### config.mk
export PLATFORM = sky130hd
export DESIGN_NAME = pwm10_dbuf
export DESIGN_NICKNAME = d
export VERILOG_FILES = /design/src/rtl/pwm10_pkg.sv /design/src/rtl/pwm10_regs.sv /design/src/rtl/pwm10_prescale.sv /design/src/rtl/pwm10_timer.sv /design/src/rtl/pwm10_compare.sv /design/src/rtl/pwm10_dbuf.sv
export SDC_FILE = /design/constraint.sdc
export NUM_CORES = 1
export LEC_CHECK = 0
export CORE_MARGIN = 2
export CORE_UTILIZATION = 62
export CTS_BUF_LIST = sky130_fd_sc_hd__clkbuf_4 sky130_fd_sc_hd__clkbuf_8
export DETAILED_ROUTE_END_ITERATION = 8
export DONT_BUFFER_PORTS = 1
export GPL_ROUTABILITY_DRIVEN = 0
export PLACE_DENSITY = 0.78
export SLEW_MARGIN = 20
export SYNTH_ARGS = -nofsm -noshare
export SYNTH_HDL_FRONTEND = slang
export SYNTH_SLANG_ARGS = --single-unit
### constraint.sdc
create_clock -name clk -period 3.35 [get_ports clk]
set_input_delay 0.1675 -clock clk [delete_from_list [all_inputs] [get_ports clk]]
set_output_delay 0.1675 -clock clk [all_outputs]
set_load 0.05 [all_outputs]
### src/rtl/pwm10_pkg.sv
package pwm10_pkg;
  typedef enum logic [1:0] {
    SEL_PERIOD  = 2'd0,
    SEL_DUTY_HI = 2'd1,
    SEL_DUTY_LO = 2'd2,
    SEL_CTRL    = 2'd3
  } reg_sel_e;
endpackage

### src/rtl/pwm10_regs.sv
module pwm10_regs
  import pwm10_pkg::*;
#(
  parameter int DATA_W = 8,
  parameter int FINE_W = 2,
  parameter int PS_W   = 2,
  localparam int DUTY_W = DATA_W + FINE_W
) (
  input  logic              clk,
  input  logic              rst,
  input  logic              wr_en,
  input  logic [1:0]        wr_sel,
  input  logic [DATA_W-1:0] wr_data,
  output logic [DATA_W-1:0] period_o,
  output logic [DUTY_W-1:0] duty_o,
  output logic [PS_W-1:0]   ps_o
);
  logic [DATA_W-1:0] period_q, hi_q, lo_q;
  logic [PS_W-1:0]   ps_q;
  logic              fmt_q;
  reg_sel_e          sel_e;

  assign sel_e = reg_sel_e'(wr_sel);

  // right-packed: few high-byte bits on top of the full low byte
  function automatic logic [DUTY_W-1:0] pack_right(input logic [DATA_W-1:0] hi,
                                                   input logic [DATA_W-1:0] lo);
    return {hi[FINE_W-1:0], lo};
  endfunction

  // left-packed: full high byte on top of the top bits of the low byte
  function automatic logic [DUTY_W-1:0] pack_left(input logic [DATA_W-1:0] hi,
                                                  input logic [DATA_W-1:0] lo);
    return {hi, lo[DATA_W-1 -: FINE_W]};
  endfunction

  always_ff @(posedge clk) begin
    if (rst) begin
      period_q <= '1;
      hi_q     <= '0;
      lo_q     <= '0;
      ps_q     <= '0;
      fmt_q    <= 1'b0;
    end else if (wr_en) begin
      case (sel_e)
        SEL_PERIOD:  period_q <= wr_data;
        SEL_DUTY_HI: hi_q     <= wr_data;
        SEL_DUTY_LO: lo_q     <= wr_data;
        SEL_CTRL: begin
          ps_q  <= wr_data[PS_W-1:0];
          fmt_q <= wr_data[PS_W];
        end
        default: ;
      endcase
    end
  end

  assign period_o = period_q;
  assign ps_o     = ps_q;
  assign duty_o   = fmt_q ? pack_left(hi_q, lo_q) : pack_right(hi_q, lo_q);
endmodule

### src/rtl/pwm10_prescale.sv
module pwm10_prescale #(
  parameter int FINE_W = 2,
  parameter int PS_W   = 2,
  localparam int NSEL  = 1 << PS_W,
  localparam int CNT_W = FINE_W * NSEL
) (
  input  logic              clk,
  input  logic              rst,
  input  logic              clear,
  input  logic              run,
  input  logic [PS_W-1:0]   ps_sel,
  output logic              tick,
  output logic [FINE_W-1:0] fine_nxt
);
  logic [CNT_W-1:0] cnt_q, cnt_d;

  // last phase of one timer step: 4^(sel+1) - 1 system clocks
  function automatic logic [CNT_W-1:0] last_phase(input logic [PS_W-1:0] s);
    logic [CNT_W:0] w;
    logic [CNT_W:0] m;
    w = (CNT_W+1)'(1) << (FINE_W * (int'(s) + 1));
    m = w - (CNT_W+1)'(1);
    return m[CNT_W-1:0];
  endfunction

  // sub-step bits: clock phase at 1:1, top prescaler bits otherwise
  function automatic logic [FINE_W-1:0] fine_of(input logic [CNT_W-1:0] c,
                                                input logic [PS_W-1:0]  s);
    logic [CNT_W-1:0] sh;
    sh = c >> (FINE_W * int'(s));
    return sh[FINE_W-1:0];
  endfunction

  assign tick = run && (cnt_q >= last_phase(ps_sel));

  always_comb begin
    if (clear)     cnt_d = '0;
    else if (tick) cnt_d = '0;
    else if (run)  cnt_d = cnt_q + 1'b1;
    else           cnt_d = cnt_q;
  end

  always_ff @(posedge clk) begin
    if (rst) cnt_q <= '0;
    else     cnt_q <= cnt_d;
  end

  assign fine_nxt = fine_of(cnt_d, ps_sel);
endmodule

### src/rtl/pwm10_timer.sv
module pwm10_timer #(
  parameter int TMR_W = 8
) (
  input  logic             clk,
  input  logic             rst,
  input  logic             clear,
  input  logic             tick,
  input  logic [TMR_W-1:0] period,
  output logic             rollover,
  output logic [TMR_W-1:0] tmr_nxt
);
  logic [TMR_W-1:0] tmr_q;

  assign rollover = tick && (tmr_q == period);

  always_comb begin
    if (clear)         tmr_nxt = '0;
    else if (rollover) tmr_nxt = '0;
    else if (tick)     tmr_nxt = tmr_q + 1'b1;
    else               tmr_nxt = tmr_q;
  end

  always_ff @(posedge clk) begin
    if (rst) tmr_q <= '0;
    else     tmr_q <= tmr_nxt;
  end
endmodule

### src/rtl/pwm10_compare.sv
module pwm10_compare #(
  parameter int DUTY_W = 10
) (
  input  logic              clk,
  input  logic              rst,
  input  logic              en,
  input  logic              load,
  input  logic [DUTY_W-1:0] duty_req,
  input  logic [DUTY_W-1:0] tb_nxt,
  output logic              pin,
  output logic [DUTY_W-1:0] shadow
);
  logic              pin_q;
  logic [DUTY_W-1:0] shadow_q;
  logic              hit;

  assign hit = (tb_nxt == shadow_q);

  always_ff @(posedge clk) begin
    if (rst) begin
      pin_q    <= 1'b0;
      shadow_q <= '0;
    end else begin
      if (load) shadow_q <= duty_req;
      if (!en)       pin_q <= 1'b0;
      else if (load) pin_q <= (duty_req != '0);
      else if (hit)  pin_q <= 1'b0;
    end
  end

  assign pin    = pin_q;
  assign shadow = shadow_q;

  a_r8_low_when_off: assert property (@(posedge clk) disable iff (rst)
    !en |=> !pin_q) else $error("pin high while disabled");

  a_r5_shadow_hold: assert property (@(posedge clk) disable iff (rst)
    !load |=> $stable(shadow_q)) else $error("shadow changed outside a load");

  a_r6_zero_keeps_low: assert property (@(posedge clk) disable iff (rst)
    (load && duty_req == '0) |=> !pin_q) else $error("zero duty raised the pin");

  a_r3_rise_only_at_load: assert property (@(posedge clk) disable iff (rst)
    (!pin_q && !load) |=> !pin_q) else $error("pin rose without a period start");
endmodule

### src/rtl/pwm10_dbuf.sv
module pwm10_dbuf #(
  parameter int TMR_W  = 8,
  parameter int FINE_W = 2,
  parameter int PS_W   = 2,
  localparam int DUTY_W = TMR_W + FINE_W
) (
  input  logic             clk,
  input  logic             rst,
  input  logic             en,
  input  logic             wr_en,
  input  logic [1:0]       wr_sel,
  input  logic [TMR_W-1:0] wr_data,
  output logic             pwm_out
);
  logic [TMR_W-1:0]  period;
  logic [DUTY_W-1:0] duty_req, shadow, tb_nxt;
  logic [PS_W-1:0]   ps_sel;
  logic [FINE_W-1:0] fine_nxt;
  logic [TMR_W-1:0]  tmr_nxt;
  logic run_q, start, run, tick, rollover, load;

  // first reachable fine count that lies past the end of a period
  function automatic logic [DUTY_W:0] reach_of(input logic [TMR_W-1:0] p);
    logic [DUTY_W:0] r;
    r = (DUTY_W+1)'(p) + (DUTY_W+1)'(1);
    return r << FINE_W;
  endfunction

  always_ff @(posedge clk) begin
    if (rst) run_q <= 1'b0;
    else     run_q <= en;
  end

  assign start  = en && !run_q;
  assign run    = en && run_q;
  assign load   = start || rollover;
  assign tb_nxt = {tmr_nxt, fine_nxt};

  pwm10_regs #(.DATA_W(TMR_W), .FINE_W(FINE_W), .PS_W(PS_W)) u_regs (
    .clk(clk), .rst(rst), .wr_en(wr_en), .wr_sel(wr_sel), .wr_data(wr_data),
    .period_o(period), .duty_o(duty_req), .ps_o(ps_sel)
  );

  pwm10_prescale #(.FINE_W(FINE_W), .PS_W(PS_W)) u_prescale (
    .clk(clk), .rst(rst), .clear(!en), .run(run), .ps_sel(ps_sel),
    .tick(tick), .fine_nxt(fine_nxt)
  );

  pwm10_timer #(.TMR_W(TMR_W)) u_timer (
    .clk(clk), .rst(rst), .clear(!en), .tick(tick), .period(period),
    .rollover(rollover), .tmr_nxt(tmr_nxt)
  );

  pwm10_compare #(.DUTY_W(DUTY_W)) u_compare (
    .clk(clk), .rst(rst), .en(en), .load(load), .duty_req(duty_req),
    .tb_nxt(tb_nxt), .pin(pwm_out), .shadow(shadow)
  );

  a_r8_start_sets_pin: assert property (@(posedge clk) disable iff (rst)
    (start && duty_req != '0) |=> pwm_out) else $error("enable did not start a pulse");

  a_r7_no_clear_past_reach: assert property (@(posedge clk) disable iff (rst)
    (run && !load && pwm_out && ({1'b0, shadow} >= reach_of(period))) |=> pwm_out)
    else $error("pin cleared by an unreachable duty");
endmodule

==> results of run 1 <==
worst max path at each step:
stage | startpoint | end | depth (start not counted)
detailed placement | u_regs.ps_o[1] | u_compare.pin | 10
finish | u_regs.ps_o[1] | u_compare.pin | 10
global placement | u_regs.ps_o[1] | u_compare.pin | 10
floorplan | u_regs.ps_o[1] | u_compare.pin | 10
CTS | u_regs.ps_o[1] | u_compare.pin | 10
global route | u_regs.ps_o[1] | u_compare.pin | 10
power breakdown:
group / total (W) / internal, W / switching, W
logic: 0.000125 / 0.0000630 / 0.0000619
clock network: 0.000391 / 0.000169 / 0.000222
registers: 0.000704 / 0.000676 / 0.0000275
critical path: stages, from the launching register on:
cell and delay (ps):
dfxtp_1 410, inv_1 70, ha_1 300, a211oi_1 410, o21ai_1 290, o21bai_2 360
mux2i_1 250, o221a_2 200, o2111ai_1 110, o311ai_1 250, a21boi_1 90
flip-flops by register name, indices dropped and copies added (netlist names):
| name | count |
|---|---|
| u_prescale.cnt_q | 8 |
| u_timer.tmr_q | 8 |
| u_compare.shadow | 10 |
| u_regs.period_o | 8 |
| u_regs.fmt_q | 1 |
| u_compare.pin | 1 |
| u_regs.hi_q | 8 |
| u_regs.ps_o | 2 |
| u_regs.lo_q | 8 |
| run_q | 1 |
final cells by class:
class,instances,share of cell area (%)
clock buffer,6,2.674
clock inverter,2,0.5267
inverter,6,0.7293
multi-input combinational,235,54.50
sequential,55,35.66
tap,52,2.107
timing repair buffer,11,3.809
cell usage after synthesis, types with 2 or more instances:
cell       count
nor4_1         6
nor3_1         4
nand2_1       18
clkbuf_1      12
nand3b_1       2
mux2i_1       33
dfxtp_1       55
nor2_1        54
mux4_2         2
ha_1           9
xor2_1        21
a211oi_1      11
o2111ai_1      3
a211o_1        8
nand4_1        3
nor2b_1        9
xnor2_1        6
inv_1          6
o211ai_1       3
a21oi_1        4
o21ai_0       11
nand3_1        3
what timing repair did:
action / in CTS / in global routing
endpoints found under the hold margin: 38 / 0
buffers inserted: 0 / 0
hold buffers: 10 / 0
cells by family (layout without fill, tap and decap cells):
group	after synthesis	in the layout	synth area share, %
flops	55	55	38.31
mux	36	36	13.58
buf+inv	22	25	3.308
xor+xnor	28	28	9.012
compound gates	52	52	13.54
fa+ha+maj	9	9	3.918
simple gates	110	110	18.33
metrics by stage:
stage	hold WS (ps)	setup slack (ps)	area (sq um)	utilization, %
2_1_floorplan	253.6	906.2	2874	-
3_3_place_gp	244.4	724.5	2879	65.22
3_5_place_dp	246.9	592.7	2879	65.22
4_1_cts	1.887	550.6	3088	69.95
5_1_grt	27.96	267.3	3088	69.95
6_report	3.487	474.7	3088	69.95
layer usage:
layer | vias up | part of all wire (%) | track usage, %
met5 | - | 0 | 0
met4 | 0 | 2.5 | 11.74
met3 | 12 | 6.0 | 5.139
met2 | 57 | 47 | 41.79
met1 | 1053 | 45 | 34.98
li1 | 1119 | - | -
==> flow_metrics.env, run 1 <==
export IMPL_criticalPathCategory="flop to flop"
export IMPL_grt_remaining_overflow=0
export IMPL_synthFlopType="dfxtp_1"
export IMPL_req_time_crit_path_ps=3540
export IMPL_tightest_slew_ps=946.5
export IMPL_placement_io_buffers=0
export IMPL_fin_nets=337
export IMPL_numPlacedInstances=349
export IMPL_nFillCells=351
export IMPL_grt_start_max_net_pins=39
export IMPL_fp_row_count=24
export IMPL_min_period_over_period_pct=85.83
export IMPL_gates_resized_cts_repair=0
export IMPL_hold_end="u_regs.lo_q[2]"
export IMPL_timing_rr_end="u_compare.pin"
export IMPL_area_growth_syn_to_layout_pct=7.444
export IMPL_synthDistinctLibCells=51
export IMPL_clkSinkCount=55
export IMPL_finalMaxSlewViolations=0
export IMPL_design_portCount=15
export IMPL_detailed_place_hpwl_um=4499
export IMPL_synth_area_leaders="dfxtp_1, mux2i_1, nor2_1"
export IMPL_cp_data_arrival_time_ps=3070
export IMPL_cp_end_kind="flop"
export IMPL_antenna_diode_count=0
export IMPL_worst_r2r_setup_slack_ps=470
export IMPL_hold_class="primary input to flop"
export IMPL_die_area_sq_mm=0.005196
export IMPL_horizontal_die_dimension_um=72.09
export IMPL_clock_path_buffers=2
export IMPL_finalCriticalPeriod_ps=2875
export IMPL_design_core_area_sq_mm=0.004414
export IMPL_worst_skew_pair_late_latency_ps=310
export IMPL_postSynthCellCount=312
export IMPL_r2r_start="u_regs.ps_o[1]"
export IMPL_worstSetupStartpointType="flop"
export IMPL_drt_antenna_violating_nets=0
export IMPL_non_filler_instance_count_after_layout=367
export IMPL_totalPowerFinal_w=0.001219
export IMPL_vdd_ir_drop_max_v=0.0004323
export IMPL_first_global_vias=2143
export IMPL_via_count=2241
export IMPL_setup_violations=0
export IMPL_netlist_area_leader_share_pct=38.31
export IMPL_clock_skew_final_ps=4.149
export IMPL_drt_vias_per_instance=6.106
export IMPL_worstHoldPathCells=2
export IMPL_cp_max_fo=8
export IMPL_timing_max_slew_rel_slack_pct=36.62
export IMPL_seq_area_sq_mm=0.001101
export IMPL_timing_max_cap_violations=0
export IMPL_yosysSeqAreaShare_pct=38.31
export IMPL_synth_area_sq_mm=0.002874
export IMPL_cts_htree_levels=2
export IMPL_yosysWarnings=0
export IMPL_clk_pin_slew_ps=100
export IMPL_report_final_hold_viol_count=0
export IMPL_grtUsageTotal_pct=26.37
export IMPL_syn_num_nets=335
export IMPL_synth_largest_area_cell="dfxtp_1"
export IMPL_worstHoldStart="wr_data[2]"
export IMPL_route_final_wire_length_um=6203
export IMPL_remaining_drc_errors=0
export IMPL_tritoncts="done"
export IMPL_rsz_0062_raised_after_global_routing="no"
export IMPL_wl_per_cell_um=16.90
export IMPL_power_per_cell_area_mw_per_mm2=394.9
export IMPL_synth_seq_cells=55
export IMPL_final_setup_tns_ps=0
export IMPL_cts_buffers_inserted=5
export IMPL_die_span_y_um=72.09
export IMPL_average_instance_area_after_synthesis_sq_um=9.212
export IMPL_synth_edff_count=0
export IMPL_most_frequent_cells_in_the_layout="dfxtp_1, nor2_1, mux2i_1"
export IMPL_layout_commonest_cell="dfxtp_1"
export IMPL_cts_root_buf="clkbuf_8"
export IMPL_ratio_of_cells_with_drive_above_1_in_the_final_layout_pct=7.302
export IMPL_reg2regPathDepth=10
export IMPL_initial_utilization_pct=65.11
export IMPL_grt_antenna_before_repair=0
export IMPL_grt_first_pass_wirelength_um=10490
export IMPL_static_leakage_power_nw=1.207
export IMPL_dr_pass1_iters=4
export IMPL_ys_async_sr_fraction_pct=0
export IMPL_maxClockFrequency_ghz=0.3478
export IMPL_dr_first_iter_drc_count=251
export IMPL_status="finished clean"
export IMPL_multiInputGateArea_sq_mm=0.001683
No activity file was read; power rests on OpenSTA's default activity.
==> inputs of run 2 (changes only) <==
--- a/config.mk
+++ b/config.mk
@@ -5,13 +5,15 @@
 export SDC_FILE = /design/constraint.sdc
 export NUM_CORES = 1
 export LEC_CHECK = 0
+export CELL_PAD_IN_SITES_DETAIL_PLACEMENT = 1
+export CELL_PAD_IN_SITES_GLOBAL_PLACEMENT = 1
 export CORE_MARGIN = 2
-export CORE_UTILIZATION = 62
+export CORE_UTILIZATION = 51
 export CTS_BUF_LIST = sky130_fd_sc_hd__clkbuf_4 sky130_fd_sc_hd__clkbuf_8
 export DETAILED_ROUTE_END_ITERATION = 8
 export DONT_BUFFER_PORTS = 1
 export GPL_ROUTABILITY_DRIVEN = 0
-export PLACE_DENSITY = 0.78
+export PLACE_DENSITY_LB_ADDON = 0.1
 export SLEW_MARGIN = 20
 export SYNTH_ARGS = -nofsm -noshare
 export SYNTH_HDL_FRONTEND = slang
==> run 2 against run 1 <==
Compared with the run above:
- critical path type unchanged
- critical endpoint unchanged
- clock skew increased by 1.9 ps
- worst hold slack improved by 4.8 ps
- critical path depth unchanged
- flip-flop and latch count unchanged
==> flow_metrics.env, run 2 (synthesis gave the netlist of run 1 again) <==
export IMPL_status="finished clean"
export IMPL_cts_root_buf="clkbuf_8"
export IMPL_horizontal_die_dimension_um=79.07
export IMPL_cts_hold_buffers_added=9
export IMPL_vdd_ir_drop_max_v=0.0002771
export IMPL_timing_rr_end="u_compare.pin"
export IMPL_timing_max_slew_rel_slack_pct=31.72
export IMPL_worstHoldPathCells=2
export IMPL_grt_start_max_net_pins=39
export IMPL_grtUsageTotal_pct=25.39
export IMPL_drt_antenna_violating_nets=0
export IMPL_first_global_vias=2330
export IMPL_r2r_start="u_regs.ps_o[1]"
export IMPL_finalMaxSlewViolations=0
export IMPL_finalCriticalPeriod_ps=2919
export IMPL_cts_buffers_inserted=5
export IMPL_cp_end_kind="flop"
export IMPL_req_time_crit_path_ps=3540
export IMPL_criticalPathCategory="flop to flop"
export IMPL_design_portCount=15
export IMPL_clock_path_buffers=2
export IMPL_report_final_hold_viol_count=0
export IMPL_clock_skew_final_ps=6.042
export IMPL_most_frequent_cells_in_the_layout="dfxtp_1, nor2_1, mux2i_1"
export IMPL_grt_antenna_before_repair=0
export IMPL_tritoncts="done"
export IMPL_dr_first_iter_drc_count=87
export IMPL_fin_util_pct=56.97
export IMPL_die_area_sq_mm=0.006252
export IMPL_placement_io_buffers=0
export IMPL_fin_nets=337
export IMPL_cp_data_arrival_time_ps=3110
export IMPL_grt_first_pass_wirelength_um=12120
export IMPL_worst_r2r_setup_slack_ps=430
export IMPL_static_leakage_power_nw=1.209
export IMPL_clk_pin_slew_ps=100
export IMPL_rsz_0062_raised_after_global_routing="no"
export IMPL_hold_class="primary input to flop"
export IMPL_remaining_drc_errors=0
export IMPL_cts_repair_timing_setup_buffer_count=0
export IMPL_gates_resized_cts_repair=0
export IMPL_worstHoldStart="wr_data[2]"
export IMPL_worstSetupStartpointType="flop"
export IMPL_final_setup_tns_ps=0
export IMPL_timing_max_cap_violations=0
export IMPL_die_span_y_um=79.07
export IMPL_worst_skew_pair_late_latency_ps=310
export IMPL_antenna_diode_count=0
export IMPL_largest_register_ff_count=10
export IMPL_ratio_of_cells_with_drive_above_1_in_the_final_layout_pct=7.325
export IMPL_wl_per_cell_um=18.93
export IMPL_initial_utilization_pct=52.51
export IMPL_dr_pass1_iters=4
export IMPL_cp_max_fo=8
export IMPL_tightest_slew_ps=1020
export IMPL_via_count=2295
export IMPL_design_core_area_sq_mm=0.005473
export IMPL_area_growth_syn_to_layout_pct=8.489
export IMPL_route_final_wire_length_um=7307
export IMPL_cts_htree_levels=2
export IMPL_hold_end="u_regs.hi_q[2]"
export IMPL_power_per_cell_area_mw_per_mm2=406.6
export IMPL_grt_remaining_overflow=0
export IMPL_maxClockFrequency_ghz=0.3426
export IMPL_layout_commonest_cell="dfxtp_1"
export IMPL_setup_violations=0
export IMPL_hold_ws_ps=8.301
export IMPL_detailed_place_hpwl_um=5275
export IMPL_reg2regPathDepth=10
export IMPL_clkSinkCount=55
export IMPL_non_filler_instance_count_after_layout=386
export IMPL_nFillCells=644
export IMPL_numPlacedInstances=370
export IMPL_drt_vias_per_instance=5.946
export IMPL_fp_row_count=27
export IMPL_min_period_over_period_pct=87.14
run 2: area by class of cell:
cell class | instances | area, sq um | share of cell area (%)
clock buffers | 5 | 68.82 | 2.207
multi-input cells | 235 | 1683 | 53.97
repair buffers | 11 | 115.1 | 3.692
clock inverters | 2 | 37.54 | 1.204
inverters | 6 | 22.52 | 0.7223
well taps | 72 | 90.09 | 2.889
flip-flops and latches | 55 | 1101 | 35.31
run 2: worst max-delay path by stage:
stage | slack, ps | from | depth (start not counted) | to
after global routing | 150 | u_regs.ps_o[0] | 10 | u_compare.pin
final | 430 | u_regs.ps_o[1] | 10 | u_compare.pin
after detailed placement | 520 | u_regs.ps_o[1] | 10 | u_compare.pin
after global placement | 640 | u_regs.ps_o[1] | 10 | u_compare.pin
after floorplan | 910 | u_regs.ps_o[1] | 10 | u_compare.pin
after CTS | 450 | u_regs.ps_o[1] | 10 | u_compare.pin
run 2: critical path, cell delays in order (launching register included):
cell       delay (ps)
dfxtp_1           390
inv_1              70
ha_1              310
a211oi_1          390
o21ai_1           310
o21ai_0           310
xor2_1            310
o221a_2           240
o2111ai_1         100
o311ai_1          270
a21boi_1          100
run 2: where the power goes:
group / internal (W) / total (W) / switching, W
logic: 0.0000630 / 0.000130 / 0.0000668
registers: 0.000676 / 0.000703 / 0.0000265
clock network: 0.000219 / 0.000436 / 0.000217
total: 0.000958 / 0.00127 / 0.000310
run 2: metal layers:
layer | global-route usage [%] | share of wire, % | vias up
li1 | - | - | 1111
met1 | 31.91 | 46 | 1128
met2 | 42.71 | 48 | 42
met3 | 4.886 | 3.4 | 14
met4 | 10.34 | 2.5 | 0
met5 | 0 | 0 | -
run 2: metrics by stage:
stage                     total power [W]  cell area (sq um)  setup WS [ps]
final                            0.001268               3118          430.8
after global routing             0.001326               3118          153.0
after CTS                        0.001281               3118          453.6
after detailed placement        0.0008261               2912          522.2
after global placement          0.0008221               2912          638.0
after floorplan                 0.0008077               2874          906.2
